**config.mk**
```make
export PLATFORM = sky130hd
export DESIGN_NAME = icap_channel
export DESIGN_NICKNAME = d
export VERILOG_FILES = /design/src/rtl/icap_pkg.sv /design/src/rtl/icap_sync.sv /design/src/rtl/icap_mode_fsm.sv /design/src/rtl/icap_event_gen.sv /design/src/rtl/icap_latch.sv /design/src/rtl/icap_channel.sv
export SDC_FILE = /design/constraint.sdc
export NUM_CORES = 1
export LEC_CHECK = 0
export ABC_AREA = 1
export BUFFER_PORTS_ARGS = -buffer_cell sky130_fd_sc_hd__buf_2
export CELL_PAD_IN_SITES_DETAIL_PLACEMENT = 1
export CELL_PAD_IN_SITES_GLOBAL_PLACEMENT = 1
export CORE_UTILIZATION = 36
export CTS_CLUSTER_DIAMETER = 80
export DETAILED_ROUTE_END_ITERATION = 16
export GPL_ROUTABILITY_DRIVEN = 0
export GPL_TIMING_DRIVEN = 0
export PLACE_DENSITY_LB_ADDON = 0.15
export SYNTH_ARGS = -nofsm -noshare
export SYNTH_HDL_FRONTEND = slang
export SYNTH_SLANG_ARGS = --single-unit
```
**constraint.sdc**
```tcl
create_clock -name clk -period 2.1 [get_ports clk]
set_input_delay 0.42 -clock clk [delete_from_list [all_inputs] [get_ports clk]]
set_output_delay 0.42 -clock clk [all_outputs]
set_load 0.05 [all_outputs]
```
**src/rtl/icap_pkg.sv**
```systemverilog
package icap_pkg;

    typedef enum logic [2:0] {
        ST_OFF   = 3'd0,
        ST_FALL  = 3'd1,
        ST_RISE  = 3'd2,
        ST_DIV4  = 3'd3,
        ST_DIV16 = 3'd4
    } cap_state_e;

    localparam logic [3:0] MODE_OFF   = 4'b0000;
    localparam logic [3:0] MODE_FALL  = 4'b0100;
    localparam logic [3:0] MODE_RISE  = 4'b0101;
    localparam logic [3:0] MODE_DIV4  = 4'b0110;
    localparam logic [3:0] MODE_DIV16 = 4'b0111;

    // Map the software mode field onto a state; unknown codes mean off.
    function automatic cap_state_e decode_mode(input logic [3:0] m);
        cap_state_e s;
        case (m)
            MODE_FALL:  s = ST_FALL;
            MODE_RISE:  s = ST_RISE;
            MODE_DIV4:  s = ST_DIV4;
            MODE_DIV16: s = ST_DIV16;
            default:    s = ST_OFF;
        endcase
        return s;
    endfunction

    function automatic logic is_prescaled(input cap_state_e s);
        return (s == ST_DIV4) || (s == ST_DIV16);
    endfunction

endpackage

```
**src/rtl/icap_sync.sv**
```systemverilog
module icap_sync #(
    parameter int STAGES = 2
) (
    input  logic clk,
    input  logic rst_n,
    input  logic pin_in,
    output logic rise,
    output logic fall
);
    localparam int LAST = STAGES - 1;

    logic [LAST:0] chain;
    logic          hist;

    generate
        if (STAGES == 1) begin : g_single
            always_ff @(posedge clk or negedge rst_n) begin
                if (!rst_n) chain <= '0;
                else        chain <= pin_in;
            end
        end else begin : g_multi
            always_ff @(posedge clk or negedge rst_n) begin
                if (!rst_n) chain <= '0;
                else        chain <= {chain[LAST-1:0], pin_in};
            end
        end
    endgenerate

    always_ff @(posedge clk or negedge rst_n) begin
        if (!rst_n) hist <= 1'b0;
        else        hist <= chain[LAST];
    end

    always_comb begin
        rise = chain[LAST] & ~hist;
        fall = ~chain[LAST] & hist;
    end
endmodule

```
**src/rtl/icap_mode_fsm.sv**
```systemverilog
module icap_mode_fsm
    import icap_pkg::*;
(
    input  logic       clk,
    input  logic       rst_n,
    input  logic       cfg_we,
    input  logic [3:0] cfg_mode,
    input  logic       cfg_tsel,
    output cap_state_e state,
    output logic       tsel_q,
    output logic       spurious
);
    cap_state_e state_nx;
    cap_state_e req_state;

    always_comb req_state = decode_mode(cfg_mode);

    // State register
    always_ff @(posedge clk or negedge rst_n) begin
        if (!rst_n) begin
            state  <= ST_OFF;
            tsel_q <= 1'b0;
        end else begin
            state <= state_nx;
            if (cfg_we) tsel_q <= cfg_tsel;
        end
    end

    // Next state: every state follows a write, holds otherwise
    always_comb begin
        state_nx = state;
        unique case (state)
            ST_OFF:   if (cfg_we) state_nx = req_state;
            ST_FALL:  if (cfg_we) state_nx = req_state;
            ST_RISE:  if (cfg_we) state_nx = req_state;
            ST_DIV4:  if (cfg_we) state_nx = req_state;
            ST_DIV16: if (cfg_we) state_nx = req_state;
            default:  state_nx = ST_OFF;
        endcase
    end

    // Outputs: a direct hop between two distinct capture states is spurious
    always_comb begin
        spurious = 1'b0;
        unique case (state)
            ST_OFF:  spurious = 1'b0;
            ST_FALL, ST_RISE, ST_DIV4, ST_DIV16:
                spurious = cfg_we && (req_state != ST_OFF) && (req_state != state);
            default: spurious = 1'b0;
        endcase
    end
endmodule

```
**src/rtl/icap_event_gen.sv**
```systemverilog
module icap_event_gen
    import icap_pkg::*;
#(
    parameter int PS_BITS    = 4,
    parameter int SMALL_BITS = 2
) (
    input  logic               clk,
    input  logic               rst_n,
    input  cap_state_e         state,
    input  logic               rise,
    input  logic               fall,
    output logic               cap_event,
    output logic [PS_BITS-1:0] ps_count
);
    localparam logic [PS_BITS-1:0]    FULL_MAX  = '1;
    localparam logic [SMALL_BITS-1:0] SMALL_MAX = '1;

    // Shared wrapping counter; cleared only while off
    always_ff @(posedge clk or negedge rst_n) begin
        if (!rst_n)
            ps_count <= '0;
        else if (state == ST_OFF)
            ps_count <= '0;
        else if (rise && is_prescaled(state))
            ps_count <= ps_count + 1'b1;
    end

    always_comb begin
        cap_event = 1'b0;
        unique case (state)
            ST_OFF:   cap_event = 1'b0;
            ST_FALL:  cap_event = fall;
            ST_RISE:  cap_event = rise;
            ST_DIV4:  cap_event = rise && (ps_count[SMALL_BITS-1:0] == SMALL_MAX);
            ST_DIV16: cap_event = rise && (ps_count == FULL_MAX);
            default:  cap_event = 1'b0;
        endcase
    end
endmodule

```
**src/rtl/icap_latch.sv**
```systemverilog
module icap_latch #(
    parameter int TW = 16
) (
    input  logic          clk,
    input  logic          rst_n,
    input  logic          cap_event,
    input  logic          spurious,
    input  logic          flag_clr,
    input  logic          tsel,
    input  logic [TW-1:0] timer_a,
    input  logic [TW-1:0] timer_b,
    output logic [TW-1:0] cap_value,
    output logic          cap_flag
);
    logic [TW-1:0] picked;

    always_comb picked = tsel ? timer_b : timer_a;

    always_ff @(posedge clk or negedge rst_n) begin
        if (!rst_n) begin
            cap_value <= '0;
            cap_flag  <= 1'b0;
        end else begin
            if (cap_event) cap_value <= picked;
            // set wins over a simultaneous clear
            cap_flag <= cap_event | spurious | (cap_flag & ~flag_clr);
        end
    end
endmodule

```
**src/rtl/icap_channel.sv**
```systemverilog
module icap_channel
    import icap_pkg::*;
#(
    parameter int TW          = 16,
    parameter int SYNC_STAGES = 2,
    parameter int PS_BITS     = 4,
    parameter int SMALL_BITS  = 2
) (
    input  logic          clk,
    input  logic          rst_n,
    input  logic          pin_in,
    input  logic [TW-1:0] timer_a,
    input  logic [TW-1:0] timer_b,
    input  logic          cfg_we,
    input  logic [3:0]    cfg_mode,
    input  logic          cfg_tsel,
    input  logic          flag_clr,
    output logic [TW/2-1:0] cap_hi,
    output logic [TW/2-1:0] cap_lo,
    output logic          cap_flag
);
    localparam int HALF = TW / 2;

    logic               rise_w, fall_w;
    cap_state_e         state_w;
    logic               tsel_w, spurious_w, event_w;
    logic [PS_BITS-1:0] ps_count;
    logic [TW-1:0]      cap_value;

    icap_sync #(.STAGES(SYNC_STAGES)) u_sync (
        .clk(clk), .rst_n(rst_n), .pin_in(pin_in),
        .rise(rise_w), .fall(fall_w)
    );

    icap_mode_fsm u_fsm (
        .clk(clk), .rst_n(rst_n), .cfg_we(cfg_we), .cfg_mode(cfg_mode),
        .cfg_tsel(cfg_tsel), .state(state_w), .tsel_q(tsel_w),
        .spurious(spurious_w)
    );

    icap_event_gen #(.PS_BITS(PS_BITS), .SMALL_BITS(SMALL_BITS)) u_evt (
        .clk(clk), .rst_n(rst_n), .state(state_w), .rise(rise_w),
        .fall(fall_w), .cap_event(event_w), .ps_count(ps_count)
    );

    icap_latch #(.TW(TW)) u_latch (
        .clk(clk), .rst_n(rst_n), .cap_event(event_w), .spurious(spurious_w),
        .flag_clr(flag_clr), .tsel(tsel_w), .timer_a(timer_a),
        .timer_b(timer_b), .cap_value(cap_value), .cap_flag(cap_flag)
    );

    always_comb begin
        cap_hi = cap_value[TW-1:HALF];
        cap_lo = cap_value[HALF-1:0];
    end
endmodule

```
==> metrics <==
status=complete, no violations; top cells by area, synth=dfrtp_1 (47%), nand2_1 (25%), nand3_1 (8.7%), inv_1 (2.8%), nor2_1 (2.0%); CP arrival=1.89 ns; Setup Skew=0.009052 ns; clock slew at reported path FFs=0.11 ns; row count=23; CTS Buffer Depth=2; worst-margin pin slew=0.6674 ns; beginning of the worst register-to-register path=u_fsm.tsel_q$_DFFE_PN0P_; Core Box Area=0.003971 mm2; crit path max-delay cell type=dfrtp_1; Max IR drop VDD=0.0004902 V; layout cells sized above 1=27.55%; static leakage=1.117 nW; critical path's largest stage delay=0.33 ns; final non-filler cell total=315; buffer count from post-CTS setup fixing=0; #FFs+latches synth=28; Ys Warns=0; cts bufs inserted=3; Netlist Area Pre-Place=0.001488 mm2; Yosys cell types=22; Crit path top cell by count=nand2_1; Die ar.=0.004394 mm2; placed cells=311; CTS Root Buffer Type=clkbuf_8; ant diodes=0; # hold bufs at CTS=0; setup TNS=0 ns; post-synth top area cell=dfrtp_1; min-delay worst type=input port to asynchronous set/reset pin; DRT antenna net count=0; CP Launch Type=flop; I/O Pins=59; syn_nets=246; final hold vios=0; min Tclk post-route=1.715 ns; All-Layer GR Usage=20.47%; highest clock rate=583.2 MHz; # H-tree levels=1; DRC Markers=0; fin area=0.001912 mm2; Avg WL per Cell=12.87 um; die height=66.29 um; crit end category=flop; via count of the routed design=1545; RSZ-0062 raised after global routing=false; vias in the first global route=1553; Post-synth EDFFs=0; reg2reg path depth=7; Initial Util=37.46%; DPL Wire Length=3.084 mm; Area growth, synth to finish=28.51%; Buffers on Ports=58; Synth Flop Type=dfrtp_1; First DRT Iteration DRCs=83; grt total ovfl=0; mean post-synth cell area=7.328 um2; via/cell ratio=4.905; nets@finish=309; CTS tree=done; count leader, synth=nand2_1; total wire length=4.055 mm; CP top delay family=buffers and inverters; Async SR Flop Fraction=100.0%; initial antenna violation count=0; most frequent cells after synthesis=nand2_1 (100), dfrtp_1 (28), nand3_1 (26); First-pass DRT Iterations=3; Placed Area=0.001841 mm2; crit share post-route=81.65%; first-pass GRT wire length=6.851 mm; die width=66.29 um; worst path cell trace=clkbuf_1 > clkinv_1 > clkbuf_1 > nand2_1 > nand2_1 > nand3_1 > nand2_1; Setup-failing EPs final=0; worst skew pair latency=0.28 ns; Stages on worst setup path=7; Max Transition Viols Final=0; PostCTS Resize Cnt=0; WP data required=2.28 ns; MaxCap Viol Count=0; crit-path max FO=10; CTS sink count=28; crit path kind=flop to flop; r2r setup slk=0.39 ns; relative slew slack=55.51%; top cell type's share of synthesized area=47.10%; R2R Path End=u_latch.cap_value[11]$_DFFE_PN0P_; power per cell area=1220 mW/mm2; WP buf/inv=3; largest net degree at the start of global routing=29; Syn Inst Count=203; Seq/Total Area, Yosys=47.10%
worst register-to-register path, delay by kind of cell, from the launching register on:
family	cells	cell delay (ns)
buffers and inverters	3	0.95
DFF	1	0.33
and+or+nand+nor	4	0.34
flip-flops by register name (all words and copies together) (netlist names):
| register | flops |
|---|---|
| u_sync.hist | 1 |
| u_latch.cap_flag | 1 |
| u_fsm.tsel_q | 1 |
| u_evt.ps_count | 4 |
| u_fsm.state | 3 |
| u_sync.chain | 2 |
| u_latch.cap_value | 16 |
cells in the final DEF (no fill, tap or decap), drive strengths merged:
cell / n
a21oi: 3
buf: 61
bufinv: 1
clkbuf: 6
clkinv: 1
dfrtp: 28
ha: 1
inv: 13
nand2: 103
nand3: 26
nand4: 2
nor2: 8
o21ai: 6
o22ai: 2
or2: 1
xor2: 3
cell families after synthesis:
family | share of synthesized area [%]
buffers and inverters | 6.055
AOI/OAI and AO/OA | 4.625
xor gates and xnor gates | 1.767
adders and majority gates | 0.8409
DFF | 47.10
and+or+nand+nor | 39.61
final cells by class:
class	instances	area [um2]
Fill cell	543	2059
Sequential cell	28	700.7
Multi-Input combinational cell	155	696.9
Timing Repair Buffer	58	290.3
Tap cell	50	62.56
Inverter	14	52.55
Clock buffer	3	41.29
Buffer	6	37.54
Clock inverter	1	30.03
layer usage:
metal / wire, um / part of all wire [%] / global-route usage [%] / up-vias
li1: - / - / - / 764
met1: 1834 / 45 / 24.95 / 727
met2: 1942 / 48 / 36.48 / 47
met3: 218 / 5.4 / 3.793 / 7
met4: 59 / 1.5 / 5.585 / 0
met5: 0 / 0 / 0 / -
how the worst max path moves through the flow:
stage | start | end
final | u_fsm.tsel_q$_DFFE_PN0P_ | u_latch.cap_value[11]$_DFFE_PN0P_
after global routing | u_fsm.tsel_q$_DFFE_PN0P_ | u_latch.cap_value[11]$_DFFE_PN0P_
after CTS | u_fsm.tsel_q$_DFFE_PN0P_ | u_latch.cap_value[11]$_DFFE_PN0P_
after detailed placement | u_fsm.tsel_q$_DFFE_PN0P_ | u_latch.cap_value[11]$_DFFE_PN0P_
after global placement | u_fsm.tsel_q$_DFFE_PN0P_ | u_latch.cap_value[15]$_DFFE_PN0P_
after floorplan | u_fsm.state[1]$_DFFE_PN0P_ | u_latch.cap_value[10]$_DFFE_PN0P_
metrics by stage:
step | setup slack, ns | total power [W] | hold slack, ns | util, %
final | 0.3854 | 0.002333 | 0.1517 | 48.14
after CTS | 0.3224 | 0.002357 | 0.1793 | 48.14
after detailed placement | 0.3569 | 0.001913 | 0.3378 | 46.35
after global routing | 0.1760 | 0.002465 | 0.1986 | 48.14
after global placement | 0.4112 | 0.001886 | 0.3332 | 46.35
after floorplan | 0.6909 | 0.001611 | 0.1244 | -
report_power, final:
part | internal [W] | switching, W | total (W)
combinational | 0.000242 | 0.000848 | 0.00109
clock | 0.000256 | 0.000183 | 0.000438
sequential | 0.000707 | 0.0000970 | 0.000804
total | 0.00121 | 0.00113 | 0.00233
Power figures use the tool's default switching activity.
